==> config.mk <==
export PLATFORM = sky130hd
export DESIGN_NAME = mbus_timing_engine
export DESIGN_NICKNAME = d
export VERILOG_FILES = /design/src/rtl/mbus_pkg.sv /design/src/rtl/mbus_domain_sel.sv /design/src/rtl/mbus_addr_track.sv /design/src/rtl/mbus_phase_ctrl.sv /design/src/rtl/mbus_timing_engine.sv
export SDC_FILE = /design/constraint.sdc
export NUM_CORES = 1
export LEC_CHECK = 0
export BUFFER_PORTS_ARGS = -buffer_cell sky130_fd_sc_hd__buf_4
export CAP_MARGIN = 0
export CORE_MARGIN = 2
export CORE_UTILIZATION = 35
export CTS_BUF_LIST = sky130_fd_sc_hd__clkbuf_8
export CTS_CLUSTER_DIAMETER = 60
export DETAILED_ROUTE_END_ITERATION = 16
export PLACE_DENSITY = 0.61
export SKIP_CTS_REPAIR_TIMING = 1
export SYNTH_ARGS = -nofsm -noshare
export SYNTH_HDL_FRONTEND = slang
export SYNTH_SLANG_ARGS = --single-unit
==> constraint.sdc <==
create_clock -name clk -period 4.7 [get_ports clk]
set_clock_uncertainty 0.1 [all_clocks]
set_input_delay 0.94 -clock clk [delete_from_list [all_inputs] [get_ports clk]]
set_output_delay 0.94 -clock clk [all_outputs]
set_load 0.05 [all_outputs]
==> src/rtl/mbus_pkg.sv <==
package mbus_pkg;
  parameter int LAT_W = 8;
  parameter int PWD_W = 8;
  parameter int RLS_W = 2;
  parameter int PGS_W = 4;

  typedef struct packed {
    logic [LAT_W-1:0] lat;
    logic [PWD_W-1:0] pwd;
    logic [RLS_W-1:0] rls;
    logic [PGS_W-1:0] pgs;
  } bus_timing_t;

  typedef enum logic [2:0] {
    PH_IDLE = 3'd0,
    PH_AHI  = 3'd1,
    PH_ALO  = 3'd2,
    PH_LAT  = 3'd3,
    PH_STRB = 3'd4,
    PH_REL  = 3'd5
  } bus_phase_e;
endpackage

==> src/rtl/mbus_domain_sel.sv <==
module mbus_domain_sel
  import mbus_pkg::*;
#(
  parameter int AW = 32,
  parameter int NWIN = 2,
  parameter logic [NWIN*AW-1:0] WIN_BASE = {32'h0800_0000, 32'h0500_0000},
  parameter logic [NWIN*AW-1:0] WIN_LAST = {32'h0FFF_FFFF, 32'h05FF_FFFF}
) (
  input  logic [AW-1:0] addr,
  input  bus_timing_t   set1,
  input  bus_timing_t   set2,
  output bus_timing_t   chosen
);
  logic [NWIN-1:0] win_hit;

  for (genvar w = 0; w < NWIN; w++) begin : g_win
    assign win_hit[w] = (addr >= WIN_BASE[w*AW +: AW]) && (addr <= WIN_LAST[w*AW +: AW]);
  end

  always_comb begin
    chosen = (|win_hit) ? set2 : set1;
  end
endmodule

==> src/rtl/mbus_addr_track.sv <==
module mbus_addr_track
  import mbus_pkg::*;
#(
  parameter int AW = 32,
  parameter int DW = 16,
  parameter int CNTW = 16
) (
  input  logic             clk,
  input  logic             rst_n,
  input  logic             load,
  input  logic [AW-1:0]    load_addr,
  input  logic [CNTW-1:0]  load_count,
  input  logic             advance,
  input  logic             issue,
  input  logic [PGS_W-1:0] pgs,
  output logic [AW-1:0]    cur_addr,
  output logic [DW-1:0]    page_lo,
  output logic             last_word,
  output logic             page_cross
);
  localparam int SHW = $clog2(AW) + 1;

  logic [AW-1:0]   addr_q, addr_d, next_addr, page_mask;
  logic [CNTW-1:0] left_q, left_d;
  logic [DW-1:0]   page_q, page_d;
  logic [SHW-1:0]  shamt;

  always_comb begin
    next_addr  = addr_q + AW'(2);
    shamt      = SHW'(pgs) + SHW'(2);
    page_mask  = (AW'(1) << shamt) - AW'(1);
    page_cross = (next_addr & page_mask) == '0;
    last_word  = left_q == CNTW'(1);
    addr_d = addr_q;
    left_d = left_q;
    page_d = page_q;
    if (load) begin
      addr_d = {load_addr[AW-1:1], 1'b0};
      left_d = load_count;
    end else if (advance) begin
      addr_d = next_addr;
      left_d = left_q - CNTW'(1);
    end
    if (issue) begin
      page_d = addr_q[DW-1:0];
    end
  end

  always_ff @(posedge clk or negedge rst_n) begin
    if (!rst_n) begin
      addr_q <= '0;
      left_q <= '0;
      page_q <= '0;
    end else begin
      if (load || advance) begin
        addr_q <= addr_d;
        left_q <= left_d;
      end
      if (issue) begin
        page_q <= page_d;
      end
    end
  end

  assign cur_addr = addr_q;
  assign page_lo  = page_q;

  AST_ADDR_HOLD: assert property (@(posedge clk) disable iff (!rst_n)
    (!load && !advance) |=> $stable(addr_q));
endmodule

==> src/rtl/mbus_phase_ctrl.sv <==
module mbus_phase_ctrl
  import mbus_pkg::*;
#(
  parameter int CW = (LAT_W > PWD_W) ? LAT_W : PWD_W
) (
  input  logic             clk,
  input  logic             rst_n,
  input  logic             start,
  input  logic [LAT_W-1:0] lat,
  input  logic [PWD_W-1:0] pwd,
  input  logic [RLS_W-1:0] rls,
  input  logic             last_word,
  input  logic             page_cross,
  output bus_phase_e       phase,
  output logic             strb_last,
  output logic             rel_last,
  output logic             done
);
  bus_phase_e    ph_q, ph_d;
  logic [CW-1:0] cnt_q, cnt_d;
  logic          done_q, done_d;
  logic          lat_last;

  always_comb begin
    lat_last  = (ph_q == PH_LAT)  && (cnt_q == CW'(lat));
    strb_last = (ph_q == PH_STRB) && (cnt_q == CW'(pwd));
    rel_last  = (ph_q == PH_REL)  && (cnt_q == CW'(rls));
    done_d    = rel_last && last_word;
    ph_d  = ph_q;
    cnt_d = cnt_q + CW'(1);
    unique case (ph_q)
      PH_IDLE: begin
        cnt_d = '0;
        if (start) ph_d = PH_AHI;
      end
      PH_AHI: begin
        cnt_d = '0;
        ph_d  = PH_ALO;
      end
      PH_ALO: begin
        cnt_d = '0;
        ph_d  = PH_LAT;
      end
      PH_LAT: begin
        if (lat_last) begin
          cnt_d = '0;
          ph_d  = PH_STRB;
        end
      end
      PH_STRB: begin
        if (strb_last) begin
          cnt_d = '0;
          ph_d  = PH_REL;
        end
      end
      PH_REL: begin
        if (rel_last) begin
          cnt_d = '0;
          if (last_word)       ph_d = PH_IDLE;
          else if (page_cross) ph_d = PH_AHI;
          else                 ph_d = PH_STRB;
        end
      end
      default: begin
        cnt_d = '0;
        ph_d  = PH_IDLE;
      end
    endcase
  end

  always_ff @(posedge clk or negedge rst_n) begin
    if (!rst_n) begin
      ph_q   <= PH_IDLE;
      cnt_q  <= '0;
      done_q <= 1'b0;
    end else begin
      ph_q   <= ph_d;
      cnt_q  <= cnt_d;
      done_q <= done_d;
    end
  end

  assign phase = ph_q;
  assign done  = done_q;

  AST_LAT_HOLD: assert property (@(posedge clk) disable iff (!rst_n)
    (ph_q == PH_LAT && cnt_q != CW'(lat)) |=> (ph_q == PH_LAT));
  AST_STRB_HOLD: assert property (@(posedge clk) disable iff (!rst_n)
    (ph_q == PH_STRB && cnt_q != CW'(pwd)) |=> (ph_q == PH_STRB));
  AST_REL_HOLD: assert property (@(posedge clk) disable iff (!rst_n)
    (ph_q == PH_REL && cnt_q != CW'(rls)) |=> (ph_q == PH_REL));
  AST_DONE_SINGLE: assert property (@(posedge clk) disable iff (!rst_n)
    done_q |=> !done_q);
endmodule

==> src/rtl/mbus_timing_engine.sv <==
module mbus_timing_engine
  import mbus_pkg::*;
#(
  parameter int AW = 32,
  parameter int DW = 16,
  parameter int CNTW = 16
) (
  input  logic             clk,
  input  logic             rst_n,
  input  logic [LAT_W-1:0] set1_lat,
  input  logic [PWD_W-1:0] set1_pwd,
  input  logic [RLS_W-1:0] set1_rls,
  input  logic [PGS_W-1:0] set1_pgs,
  input  logic [LAT_W-1:0] set2_lat,
  input  logic [PWD_W-1:0] set2_pwd,
  input  logic [RLS_W-1:0] set2_rls,
  input  logic [PGS_W-1:0] set2_pgs,
  input  logic             req_valid,
  input  logic [AW-1:0]    req_addr,
  input  logic [CNTW-1:0]  req_count,
  input  logic             req_write,
  input  logic [DW-1:0]    wr_data,
  output logic             wr_take,
  output logic [DW-1:0]    rd_data,
  output logic             rd_valid,
  input  logic [DW-1:0]    ad_in,
  input  logic             ad_in_drv,
  output logic [DW-1:0]    ad_out,
  output logic             ad_oe,
  output logic             aleh_n,
  output logic             alel_n,
  output logic             rd_n,
  output logic             wr_n,
  output logic             busy,
  output logic             done
);
  localparam int HI_LSB = AW - DW;

  logic [1:0]  rst_pipe;
  logic        rst_int_n;
  bus_timing_t sel_tim, tim_q, tim_d;
  logic        wr_q, wr_d;
  logic [DW-1:0] rdat_q, rdat_d;
  logic        rval_q, rval_d;
  logic        start, rd_cap;
  bus_phase_e  phase;
  logic        strb_last, rel_last, last_word, page_cross;
  logic [AW-1:0] cur_addr;
  logic [DW-1:0] page_lo;

  always_ff @(posedge clk or negedge rst_n) begin
    if (!rst_n) rst_pipe <= 2'b00;
    else        rst_pipe <= {rst_pipe[0], 1'b1};
  end
  assign rst_int_n = rst_pipe[1];

  mbus_domain_sel #(.AW(AW)) u_dsel (
    .addr   (req_addr),
    .set1   ({set1_lat, set1_pwd, set1_rls, set1_pgs}),
    .set2   ({set2_lat, set2_pwd, set2_rls, set2_pgs}),
    .chosen (sel_tim)
  );

  always_comb begin
    busy   = phase != PH_IDLE;
    start  = (phase == PH_IDLE) && req_valid && (req_count != '0);
    rd_cap = strb_last && !wr_q;
    tim_d  = start ? sel_tim : tim_q;
    wr_d   = start ? req_write : wr_q;
    rdat_d = rd_cap ? (ad_in_drv ? ad_in : page_lo) : rdat_q;
    rval_d = rd_cap;
  end

  always_ff @(posedge clk or negedge rst_int_n) begin
    if (!rst_int_n) begin
      tim_q  <= '0;
      wr_q   <= 1'b0;
      rdat_q <= '0;
      rval_q <= 1'b0;
    end else begin
      if (start) begin
        tim_q <= tim_d;
        wr_q  <= wr_d;
      end
      if (rd_cap) rdat_q <= rdat_d;
      rval_q <= rval_d;
    end
  end

  mbus_addr_track #(.AW(AW), .DW(DW), .CNTW(CNTW)) u_addr (
    .clk        (clk),
    .rst_n      (rst_int_n),
    .load       (start),
    .load_addr  (req_addr),
    .load_count (req_count),
    .advance    (rel_last),
    .issue      (phase == PH_ALO),
    .pgs        (tim_q.pgs),
    .cur_addr   (cur_addr),
    .page_lo    (page_lo),
    .last_word  (last_word),
    .page_cross (page_cross)
  );

  mbus_phase_ctrl u_phase (
    .clk        (clk),
    .rst_n      (rst_int_n),
    .start      (start),
    .lat        (tim_q.lat),
    .pwd        (tim_q.pwd),
    .rls        (tim_q.rls),
    .last_word  (last_word),
    .page_cross (page_cross),
    .phase      (phase),
    .strb_last  (strb_last),
    .rel_last   (rel_last),
    .done       (done)
  );

  always_comb begin
    aleh_n  = !(phase inside {PH_ALO, PH_LAT, PH_STRB, PH_REL});
    alel_n  = !(phase inside {PH_LAT, PH_STRB, PH_REL});
    rd_n    = !((phase == PH_STRB) && !wr_q);
    wr_n    = !((phase == PH_STRB) && wr_q);
    ad_oe   = (phase == PH_AHI) || (phase == PH_ALO) || ((phase == PH_STRB) && wr_q);
    wr_take = strb_last && wr_q;
    ad_out  = '0;
    if (phase == PH_AHI)              ad_out = cur_addr[AW-1:HI_LSB];
    else if (phase == PH_ALO)         ad_out = cur_addr[DW-1:0];
    else if (phase == PH_STRB && wr_q) ad_out = wr_data;
  end

  assign rd_data  = rdat_q;
  assign rd_valid = rval_q;

  AST_STROBE_UNDER_ALE: assert property (@(posedge clk) disable iff (!rst_int_n)
    (!rd_n || !wr_n) |-> (!aleh_n && !alel_n));
  AST_READ_RELEASED: assert property (@(posedge clk) disable iff (!rst_int_n)
    !rd_n |-> !ad_oe);
  AST_DONE_IDLE: assert property (@(posedge clk) disable iff (!rst_int_n)
    done |-> (aleh_n && alel_n && !busy));
  AST_BUSY_LOCK: assert property (@(posedge clk) disable iff (!rst_int_n)
    busy |=> $stable(tim_q));
endmodule

==> impl_metrics.yaml <==
timing:
  slew_violations: 0
  max_freq_ghz: 0.2690
  rsz0062_at_grt: "false"
  slew_headroom_pct: 27.99
  finalHoldViolations: 0
  finalSetupTns_ns: 0
  fin_crit_sh_pct: 79.10
  worst_hold_slack_ns: 0.1597
  worst_pin_slew_ns: 1.079
  finalSetupViolCount: 0
  min_period_ns: 3.718
logic_synthesis:
  yosys_register_bits: 116
  synth_cells: 827
  synth_warnings: 0
  yosysTopAreaCellShare_pct: 39.75
  synth_top_flop_cell: "dfrtp_1"
  synthesis.nets: 962
  synthTopCellsByArea: "dfrtp_1 (40%), nand2_1 (5.8%), o21ai_0 (5.5%)"
  ys_async_sr_fraction_pct: 100.0
  avgSynthCellArea_sq_um: 8.831
  yosysUniqueCellTypes: 75
  synth_area_sq_mm: 0.007303
  synth_edf_count: 0
  yosysSeqAreaShare_pct: 39.75
  yosysTopAreaCell: "dfrtp_1"
grt:
  grt_max_degree: 73
  grt_use_total_pct: 19.76
  grt_pass1_wl_um: 34560
  antenna_found_initial: 0
  grt_pass1_vias: 6518
  grt-ovfl-total: 0
route:
  dr_wl_met3_um: 1417
  drt-met1-wl_um: 9836
  vias: 6825
  ant_nets: 0
  routed_wl_um: 21670
  drt-vias-per-instance: 5.491
  drtIter0Drc: 571
  wl_met2_um: 10080
  top_layer: "met4"
  wl_per_cell_um: 17.43
  first_pass_iters: 6
  drcViolationCount: 0
power_and_ir_drop:
  leakage_nw: 4.136
  irDropWorstVdd_v: 0.0001922
  finalPower_mw: 5.112
  p_per_area_mw_per_mm2: 559.1
critical_path:
  crit_path_end_kind: "output port"
  path_max_fanout: 22
  cp.arrival_ns: 2.68
  crit_required_ns: 3.66
  worstSetupStartpointType: "flop"
  timing.rr.start: "tim_q[1]$_DFFE_PN0P_"
  critPathCapture: "ad_out[8]"
  reg2reg_to: "u_phase.phase[2]$_DFFE_PN0P_"
  crit_path_start: "u_phase.phase[2]$_DFFE_PN0P_"
  reg2regPathDepth: 13
  crit_type: "reg -> out"
  r2r_setup_slack_ns: 1.00
placement:
  gp_congestion: 0.8442
  dpl.hpwl_um: 15400
  io_buffers: 168
final_layout:
  nets: 1095
  drive_above_1_share_pct: 25.80
  syn_to_final_growth_pct: 25.18
  antenna_cells: 0
  mostFrequentLayoutCell: "buf_4"
  layout_common_cells: "buf_4 (181), dfrtp_1 (115), nand2_1 (113), o21ai_0 (80), nor2_1 (49)"
floorplanning:
  io_pins: 170
  dieArea_sq_mm: 0.02204
  die_h_um: 148.5
  num_rows: 52
  coreArea_sq_mm: 0.02036
  die_x_um: 148.5
  start_util_pct: 35.86
clock_tree:
  cts-root-buf: "clkbuf_8"
  htreeDepth: 4
  numCtsBuffers: 17
  clkTransAtPathRegs_ns: 0.09
  cts_tree: "done"
  clockBufferDepth: 2
  cts.sinks: 116
  worstSkewPairLatency_ns: 0.44
min_path:
  worstHoldPathType: "in -> async"
run_status:
  outcome: "complete, no violations"
flow_run:
  drv_cap: 0
==> report_power, final <==
group / total, mW / switching [mW] / leakage [nW] / internal (mW)
sequential: 1.92 / 0.562 / 1.36 / 1.36
clock: 0.946 / 0.503 / 0.193 / 0.443
combinational: 2.24 / 1.23 / 2.58 / 1.01
total: 5.11 / 2.30 / 4.14 / 2.82
==> layer usage <==
layer / global-route usage, % / vias to the layer above
li1: - / 3295
met1: 27.44 / 3275
met2: 30.97 / 233
met3: 4.877 / 22
met4: 5.048 / 0
met5: 0 / -
==> cell type report <==
cell class              instances  area (sq um)
flip-flops and latches        116          2907
repair buffers                181          1359
inverters                      28         105.1
clock inverters                15         158.9
well taps                     270         337.8
clock buffers                  17         234.0
fillers                      2043         11220
multi-input cells             616          4041
==> worst min-delay path by stage <==
stage	start	to	slack [ns]	cells past startpoint
CTS	rst_n	rst_pipe[1]$_DFF_PN0_	0.13	1
finish	rst_n	rst_pipe[1]$_DFF_PN0_	0.16	1
floorplan	rst_pipe[0]$_DFF_PN0_	rst_pipe[1]$_DFF_PN0_	0.23	0
global placement	rst_pipe[0]$_DFF_PN0_	rst_pipe[1]$_DFF_PN0_	0.24	0
detailed placement	rst_pipe[0]$_DFF_PN0_	rst_pipe[1]$_DFF_PN0_	0.24	0
global route	rst_n	rst_pipe[1]$_DFF_PN0_	0.13	1
==> cells in the mapped netlist (all sizes together), types with 4 or more instances <==
library cell  count
inv              27
a22oi             4
o21ai            81
nor2b            10
nand2           113
and3             12
and2              6
nor2             51
o311ai            9
nand3            28
mux2             17
dfrtp           116
mux2i            39
buf              12
or3              11
a32oi             4
nor3b             7
nor4             17
xnor2            39
clkbuf           55
nand2b            8
a222oi           15
nand4            13
a221o            21
nor3             17
xor2              9
ha                6
o211ai            9
a21oi            20
and4              6
==> state kept, by name, summed over array words and instances (netlist names) <==
| name | count |
|---|---|
| rd_data | 16 |
| rd_valid | 1 |
| rst_pipe | 2 |
| tim_q | 22 |
| u_addr.cur_addr | 31 |
| u_addr.left_q | 16 |
| u_addr.page_lo | 15 |
| u_phase.cnt_q | 8 |
| u_phase.done | 1 |
| u_phase.phase | 3 |
| wr_q | 1 |
==> metrics by stage <==
step                      setup WS, ns  utilization (%)  instance area, sq um  std cells
final                           0.9823            44.89                  9143       1243
after floorplan                 0.8897                -                  7303        827
after global placement           1.044            42.97                  8750       1211
after detailed placement         1.032            42.97                  8750       1211
after CTS                        1.012            44.89                  9143       1243
after global routing            0.8006            44.89                  9143       1243
==> worst max-delay path, stage by stage, from the launching register on <==
cell and delay (ns):
dfrtp_1 0.48, nand2b_1 0.23, nor2_2 0.83, a222oi_1 0.38, inv_1 0.11, buf_4 0.20
==> logic make-up after synthesis <==
family / synth area share [%]
and+or+nand+nor: 21.59
AOI/OAI and AO/OA: 18.69
DFF: 39.75
buffers and inverters: 5.071
muxes: 7.966
xor gates and xnor gates: 5.859
adders and majority gates: 1.028
other: 0.05135
Power figures use the tool's default switching activity.
